[src/rtl/bmr_pkg.sv]
package bmr_pkg;

    // Output-register controller states
    typedef enum logic [0:0] {
        ST_IDLE = 1'b0,
        ST_EMIT = 1'b1
    } bmr_state_e;

endpackage

[src/rtl/bmr_mul.sv]
// Signed full-width multiplier for the butterfly product.
module bmr_mul #(
    parameter int XLEN = 32,
    localparam int PW = 2 * XLEN
) (
    input  logic [XLEN-1:0] opa,
    input  logic [XLEN-1:0] opb,
    output logic [PW-1:0]   prod
);

    logic signed [XLEN-1:0] sa;
    logic signed [XLEN-1:0] sb;
    logic signed [PW-1:0]   sp;

    always_comb begin
        sa = opa;
        sb = opb;
        sp = PW'(sa) * PW'(sb);
    end

    assign prod = sp;

endmodule

[src/rtl/bmr_accum.sv]
// Adds the product to one accumulator, subtracts it from the other, and
// applies the common rounding constant. ACCW picks wrap or double width.
module bmr_accum #(
    parameter int XLEN = 32,
    parameter int ACCW = 64,
    localparam int NW  = $clog2(XLEN),
    localparam int PW  = 2 * XLEN
) (
    input  logic [XLEN-1:0] acc_t,
    input  logic [XLEN-1:0] acc_s,
    input  logic [PW-1:0]   prod,
    input  logic [NW-1:0]   n,
    output logic [ACCW-1:0] sum,
    output logic [ACCW-1:0] dif
);

    logic [ACCW-1:0] t_ext;
    logic [ACCW-1:0] s_ext;
    logic [ACCW-1:0] p_ext;
    logic [ACCW-1:0] rc;
    logic [NW-1:0]   nm1;

    generate
        if (ACCW == PW) begin : g_wide
            always_comb begin
                t_ext = {{XLEN{acc_t[XLEN-1]}}, acc_t};
                s_ext = {{XLEN{acc_s[XLEN-1]}}, acc_s};
                p_ext = prod;
            end
        end else begin : g_wrap
            always_comb begin
                t_ext = acc_t;
                s_ext = acc_s;
                p_ext = prod[ACCW-1:0];
            end
        end
    endgenerate

    always_comb begin
        nm1 = n - NW'(1);
        if (n != '0) begin
            rc = ACCW'(1) << nm1;
        end else begin
            rc = '0;
        end
        sum = t_ext + p_ext + rc;
        dif = s_ext - p_ext + rc;
    end

endmodule

[src/rtl/bmr_shift.sv]
// Arithmetic right shift of one rounded lane, keeping XLEN result bits.
module bmr_shift #(
    parameter int XLEN = 32,
    parameter int ACCW = 64,
    localparam int NW  = $clog2(XLEN)
) (
    input  logic [ACCW-1:0] val,
    input  logic [NW-1:0]   n,
    output logic [XLEN-1:0] res
);

    logic signed [ACCW-1:0] sv;
    logic signed [ACCW-1:0] sh;

    always_comb begin
        sv  = val;
        sh  = sv >>> n;
        res = sh[XLEN-1:0];
    end

endmodule

[src/rtl/bmr_unit.sv]
// Butterfly multiply-accumulate with rounding shift, one cycle latency.
module bmr_unit
    import bmr_pkg::*;
#(
    parameter int XLEN = 32,
    localparam int NW   = $clog2(XLEN),
    localparam int PW   = 2 * XLEN,
    localparam bit WIDE = (XLEN != 64),
    localparam int ACCW = WIDE ? PW : XLEN,
    localparam int LANES = 2
) (
    input  logic            clk,
    input  logic            rst_n,
    input  logic            in_valid,
    input  logic [XLEN-1:0] t_in,
    input  logic [XLEN-1:0] s_in,
    input  logic [XLEN-1:0] a_in,
    input  logic [XLEN-1:0] b_in,
    input  logic [NW-1:0]   shamt,
    output logic            out_valid,
    output logic [XLEN-1:0] t_out,
    output logic [XLEN-1:0] s_out
);

    bmr_state_e st_q, st_d;

    logic [PW-1:0]   prod;
    logic [ACCW-1:0] acc   [LANES];
    logic [XLEN-1:0] lane_r[LANES];
    logic [XLEN-1:0] t_q, s_q;

    bmr_mul #(.XLEN(XLEN)) u_mul (
        .opa  (a_in),
        .opb  (b_in),
        .prod (prod)
    );

    bmr_accum #(.XLEN(XLEN), .ACCW(ACCW)) u_acc (
        .acc_t (t_in),
        .acc_s (s_in),
        .prod  (prod),
        .n     (shamt),
        .sum   (acc[0]),
        .dif   (acc[1])
    );

    generate
        for (genvar g = 0; g < LANES; g++) begin : g_lane
            bmr_shift #(.XLEN(XLEN), .ACCW(ACCW)) u_shift (
                .val (acc[g]),
                .n   (shamt),
                .res (lane_r[g])
            );
        end
    endgenerate

    // Next-state logic: transitions GO_EMIT and GO_IDLE
    always_comb begin
        st_d = st_q;
        unique case (st_q)
            ST_IDLE: st_d = in_valid ? ST_EMIT : ST_IDLE;
            ST_EMIT: st_d = in_valid ? ST_EMIT : ST_IDLE;
            default: st_d = ST_IDLE;
        endcase
    end

    // State register
    always_ff @(posedge clk or negedge rst_n) begin
        if (!rst_n) begin
            st_q <= ST_IDLE;
        end else begin
            st_q <= st_d;
        end
    end

    // Output register
    always_ff @(posedge clk or negedge rst_n) begin
        if (!rst_n) begin
            t_q <= '0;
            s_q <= '0;
        end else if (in_valid) begin
            t_q <= lane_r[0];
            s_q <= lane_r[1];
        end
    end

    assign out_valid = (st_q == ST_EMIT);
    assign t_out     = t_q;
    assign s_out     = s_q;

endmodule

[config.mk]
export PLATFORM = sky130hd
export DESIGN_NAME = bmr_unit
export DESIGN_NICKNAME = d
export VERILOG_FILES = /design/src/rtl/bmr_pkg.sv /design/src/rtl/bmr_mul.sv /design/src/rtl/bmr_accum.sv /design/src/rtl/bmr_shift.sv /design/src/rtl/bmr_unit.sv
export SDC_FILE = /design/constraint.sdc
export NUM_CORES = 2
export LEC_CHECK = 0
export ABC_AREA = 0
export BUFFER_PORTS_ARGS = -buffer_cell sky130_fd_sc_hd__buf_2
export CORE_UTILIZATION = 45
export DETAILED_ROUTE_END_ITERATION = 8
export GPL_ROUTABILITY_DRIVEN = 0
export PLACE_DENSITY = 0.63
export REMOVE_ABC_BUFFERS = 1
export SKIP_LAST_GASP = 1
export SYNTH_ARGS = -nofsm -noshare
export SYNTH_HDL_FRONTEND = slang
export SYNTH_SLANG_ARGS = --single-unit
[constraint.sdc]
create_clock -name clk -period 1.4 [get_ports clk]
set_input_delay 0 -clock clk [delete_from_list [all_inputs] [get_ports clk]]
set_output_delay 0 -clock clk [all_outputs]
set_load 0.02 [all_outputs]
==> qor.yml <==
status: "finished with violations"
violations: "negative setup slack"
hp-start: "shamt[2]"
grt_pass1_wl_mm: 293
reg2reg_depth: 2
cap_violations: 0
min_path_cells: 4
syn_area_mm2: 0.0548
finClkSkew_ns: 0
hpwl_mm: 159
crit_path_end_kind: "flop"
cts_root_buf: "clkbuf_16"
syn_avg_cell_area_um2: 8.75
clock.fmax_ghz: 0.0973
grt_overflow: 0
finalHoldViolations: 0
synth.top_cell.area_share_pct: 41.6
worstMarginPinSlew_ns: 0.966
relSlewSlack_pct: 35.6
post-route-util_pct: 61.2
grt_usage_pct: 30.4
wl_mm: 191
cpPeakStageDelay_ns: 0.59
n_fill_cell: 9919
cp.required_ns: 1.64
avgRoutedWirePerCell_um: 20.6
async_flop_share_pct: 100
drcViolationCount: 0
fp.dieH_um: 351
clk_pin_slew_ns: 0.06
drive_above_1_share_pct: 33.0
cp.arrival_ns: 10.52
hold_path_class: "in -> reg"
setup_ws_ns: -8.88
row_count: 127
worstSetupPathType: "in -> reg"
ys_top_cells_by_area: "fa_1 42%, ha_1 8.4%, inv_1 6.5%, nand2_1 5.6%, and2_1 5.3%"
numPortBuffers: 200
first_pass_iters: 8
fin_nets: 9285
synthCells: 6266
die_width_um: 351
place_ws_ns: -10.0
yosysSeqAreaShare_pct: 2.97
tritoncts: "built"
antenna_found_initial: 5
cts_sinks: 65
synth_top_flop_cell: "dfrtp_1"
ys_types: 108
drtAntennaViolNets: 0
cts_buffer_depth: 2
holdPathEnd: "t_out[25]"
startpoint_type: "input pin"
viasPerCell: 5.62
finalSetupViolCount: 64
slew_viol_final: 0
period_share_pct: 734
yosys.area.top_type: "fa_1"
start_util_pct: 45.6
regToRegEndpoint: "s_out[29]"
critical_path_peak_fanout: 6
cts_buffers: 9
yosysWarnings: 0
die_area_mm2: 0.123
grt_pass1_vias: 53300
io_pins: 201
regToRegSetupSlack_ns: 0.14
htree_num_levels: 3
drt_iter0_drc: 4748
rsz0062_at_grt: "true"
grt_max_degree: 66
vias: 52100
clock_latency_ns: 0.35
ys_seq_elements: 65
core_mm2: 0.120
synth_edf_count: 0
startpoint: "a_in[12]"
cpMostUsedCell: "fa_2"
area_delta_synth_final_pct: 34.4
timing.rr.start: "s_out[29]"
cp_slowest_cell: "fa_2"
period_needed_ns: 10.28
==> area by class of cell <==
| cell class | instances | area, um^2 | share of cell area (%) |
|---|---|---|---|
| repair buffers | 1740 | 13900 | 18.8 |
| inverters | 953 | 3590 | 4.88 |
| clock buffers | 10 | 239 | 0.324 |
| well taps | 1612 | 2020 | 2.74 |
| multi-input cells | 4876 | 52200 | 70.9 |
| clock inverters | 5 | 56.3 | 0.0764 |
| diodes | 1 | 2.50 | 0.00340 |
| flip-flops and latches | 65 | 1630 | 2.21 |
==> sequential cells by signal (all words and copies together) (netlist names) <==
name       flops
out_valid      1
s_out         32
t_out         32
==> cells by family after synthesis <==
group           share of synthesized area, %
other cells                          0.00684
mux                                     4.84
flops                                   2.97
fa+ha+maj                               49.9
xor+xnor                                3.16
compound gates                          13.0
simple gates                            16.9
buf+inv                                 9.13
==> stage by stage <==
step | hold slack [ns] | area (um^2) | std cells | setup TNS (ns)
floorplan | -0.296 | 53400 | 5894 | -519.55
global placement | 0.0469 | 67300 | 9090 | -603.46
detailed placement | 0.0649 | 67300 | 9090 | -610.57
CTS | 0.198 | 70600 | 9196 | -541.41
global route | 0.233 | 73700 | 9262 | -564.76
finish | 0.221 | 73700 | 9262 | -550.30
==> worst max path at each step <==
stage / endpoint / slack (ns) / depth (start not counted)
final: s_out[31] / -8.88 / 46
after global placement: s_out[29] / -9.90 / 47
after global routing: s_out[31] / -9.10 / 46
after CTS: t_out[18] / -8.66 / 48
after detailed placement: s_out[21] / -10.0 / 41
after floorplan: s_out[29] / -8.77 / 37
==> synth_stat cells, types with 21 or more instances <==
library cell,n
a211oi_1,69
a21o_1,116
a21oi_1,264
a221o_1,21
a22oi_1,21
a31oi_1,35
and2_1,465
and3_1,29
clkbuf_1,335
dfrtp_1,65
fa_1,1138
ha_1,366
inv_1,951
mux2_2,35
mux2i_1,111
mux4_2,50
nand2_1,813
nand2b_1,40
nand3_1,85
nand4_1,51
nor2_1,271
nor2b_1,26
nor3_1,58
o211ai_1,39
o21a_1,39
o21ai_0,160
o21bai_1,32
xnor2_1,124
xor2_1,74
==> repair_timing <==
| action | CTS | global route |
|---|---|---|
| hold endpoints to repair | 65 | 0 |
| gates resized for setup | 487 | 546 |
| gates cloned | 4 | 1 |
| setup buffers | 93 | 75 |
| setup endpoints to repair | 64 | 64 |
| pin swaps | 269 | 290 |
| hold buffers | 1 | 0 |
==> per-layer routing <==
layer  wire length (um)  vias to the layer above  track usage, %  part of all wire (%)
li1                   -                    23000               -                     -
met1              76700                    26300            41.3                    40
met2              89800                     2313            49.7                    47
met3              15800                      454            3.94                   8.3
met4               8850                        6            10.8                   4.6
met5                 39                        -               0                 0.020
==> worst max-delay path, delay by kind of cell <==
family / cells / cell delay, ns
buf+inv: 11 / 1.19
compound gates: 15 / 3.12
xor+xnor: 2 / 0.30
simple gates: 7 / 1.04
fa+ha+maj: 11 / 4.82
==> cells in the final DEF, fill, tap and decap left out, types with 23 or more instances in the layout <==
| cell | count |
|---|---|
| buf_4 | 1416 |
| fa_1 | 1097 |
| inv_1 | 912 |
| nand2_1 | 773 |
| and2_1 | 453 |
| ha_1 | 299 |
| nor2_1 | 234 |
| a21oi_1 | 177 |
| buf_2 | 156 |
| a21o_1 | 115 |
| xnor2_1 | 96 |
| buf_6 | 95 |
| o21ai_0 | 90 |
| nand3_1 | 74 |
| a21oi_2 | 74 |
| mux2i_1 | 72 |
| dfrtp_1 | 65 |
| ha_4 | 61 |
| xor2_1 | 52 |
| nand4_1 | 51 |
| mux4_2 | 50 |
| buf_12 | 48 |
| a211oi_1 | 47 |
| nor3_1 | 44 |
| o21ai_1 | 44 |
| fa_2 | 41 |
| o211ai_1 | 39 |
| nand2b_1 | 39 |
| o21a_1 | 38 |
| inv_2 | 35 |
| o21ai_2 | 31 |
| nand2_2 | 31 |
| nor2_2 | 26 |
| o21bai_1 | 26 |
| and3_1 | 25 |
| nor2b_1 | 24 |
| a31oi_1 | 23 |
| xnor2_2 | 23 |
| mux2i_4 | 23 |
Power is not shown: default switching activity piles up to over one toggle a cycle in this logic, so the estimate is an artifact.
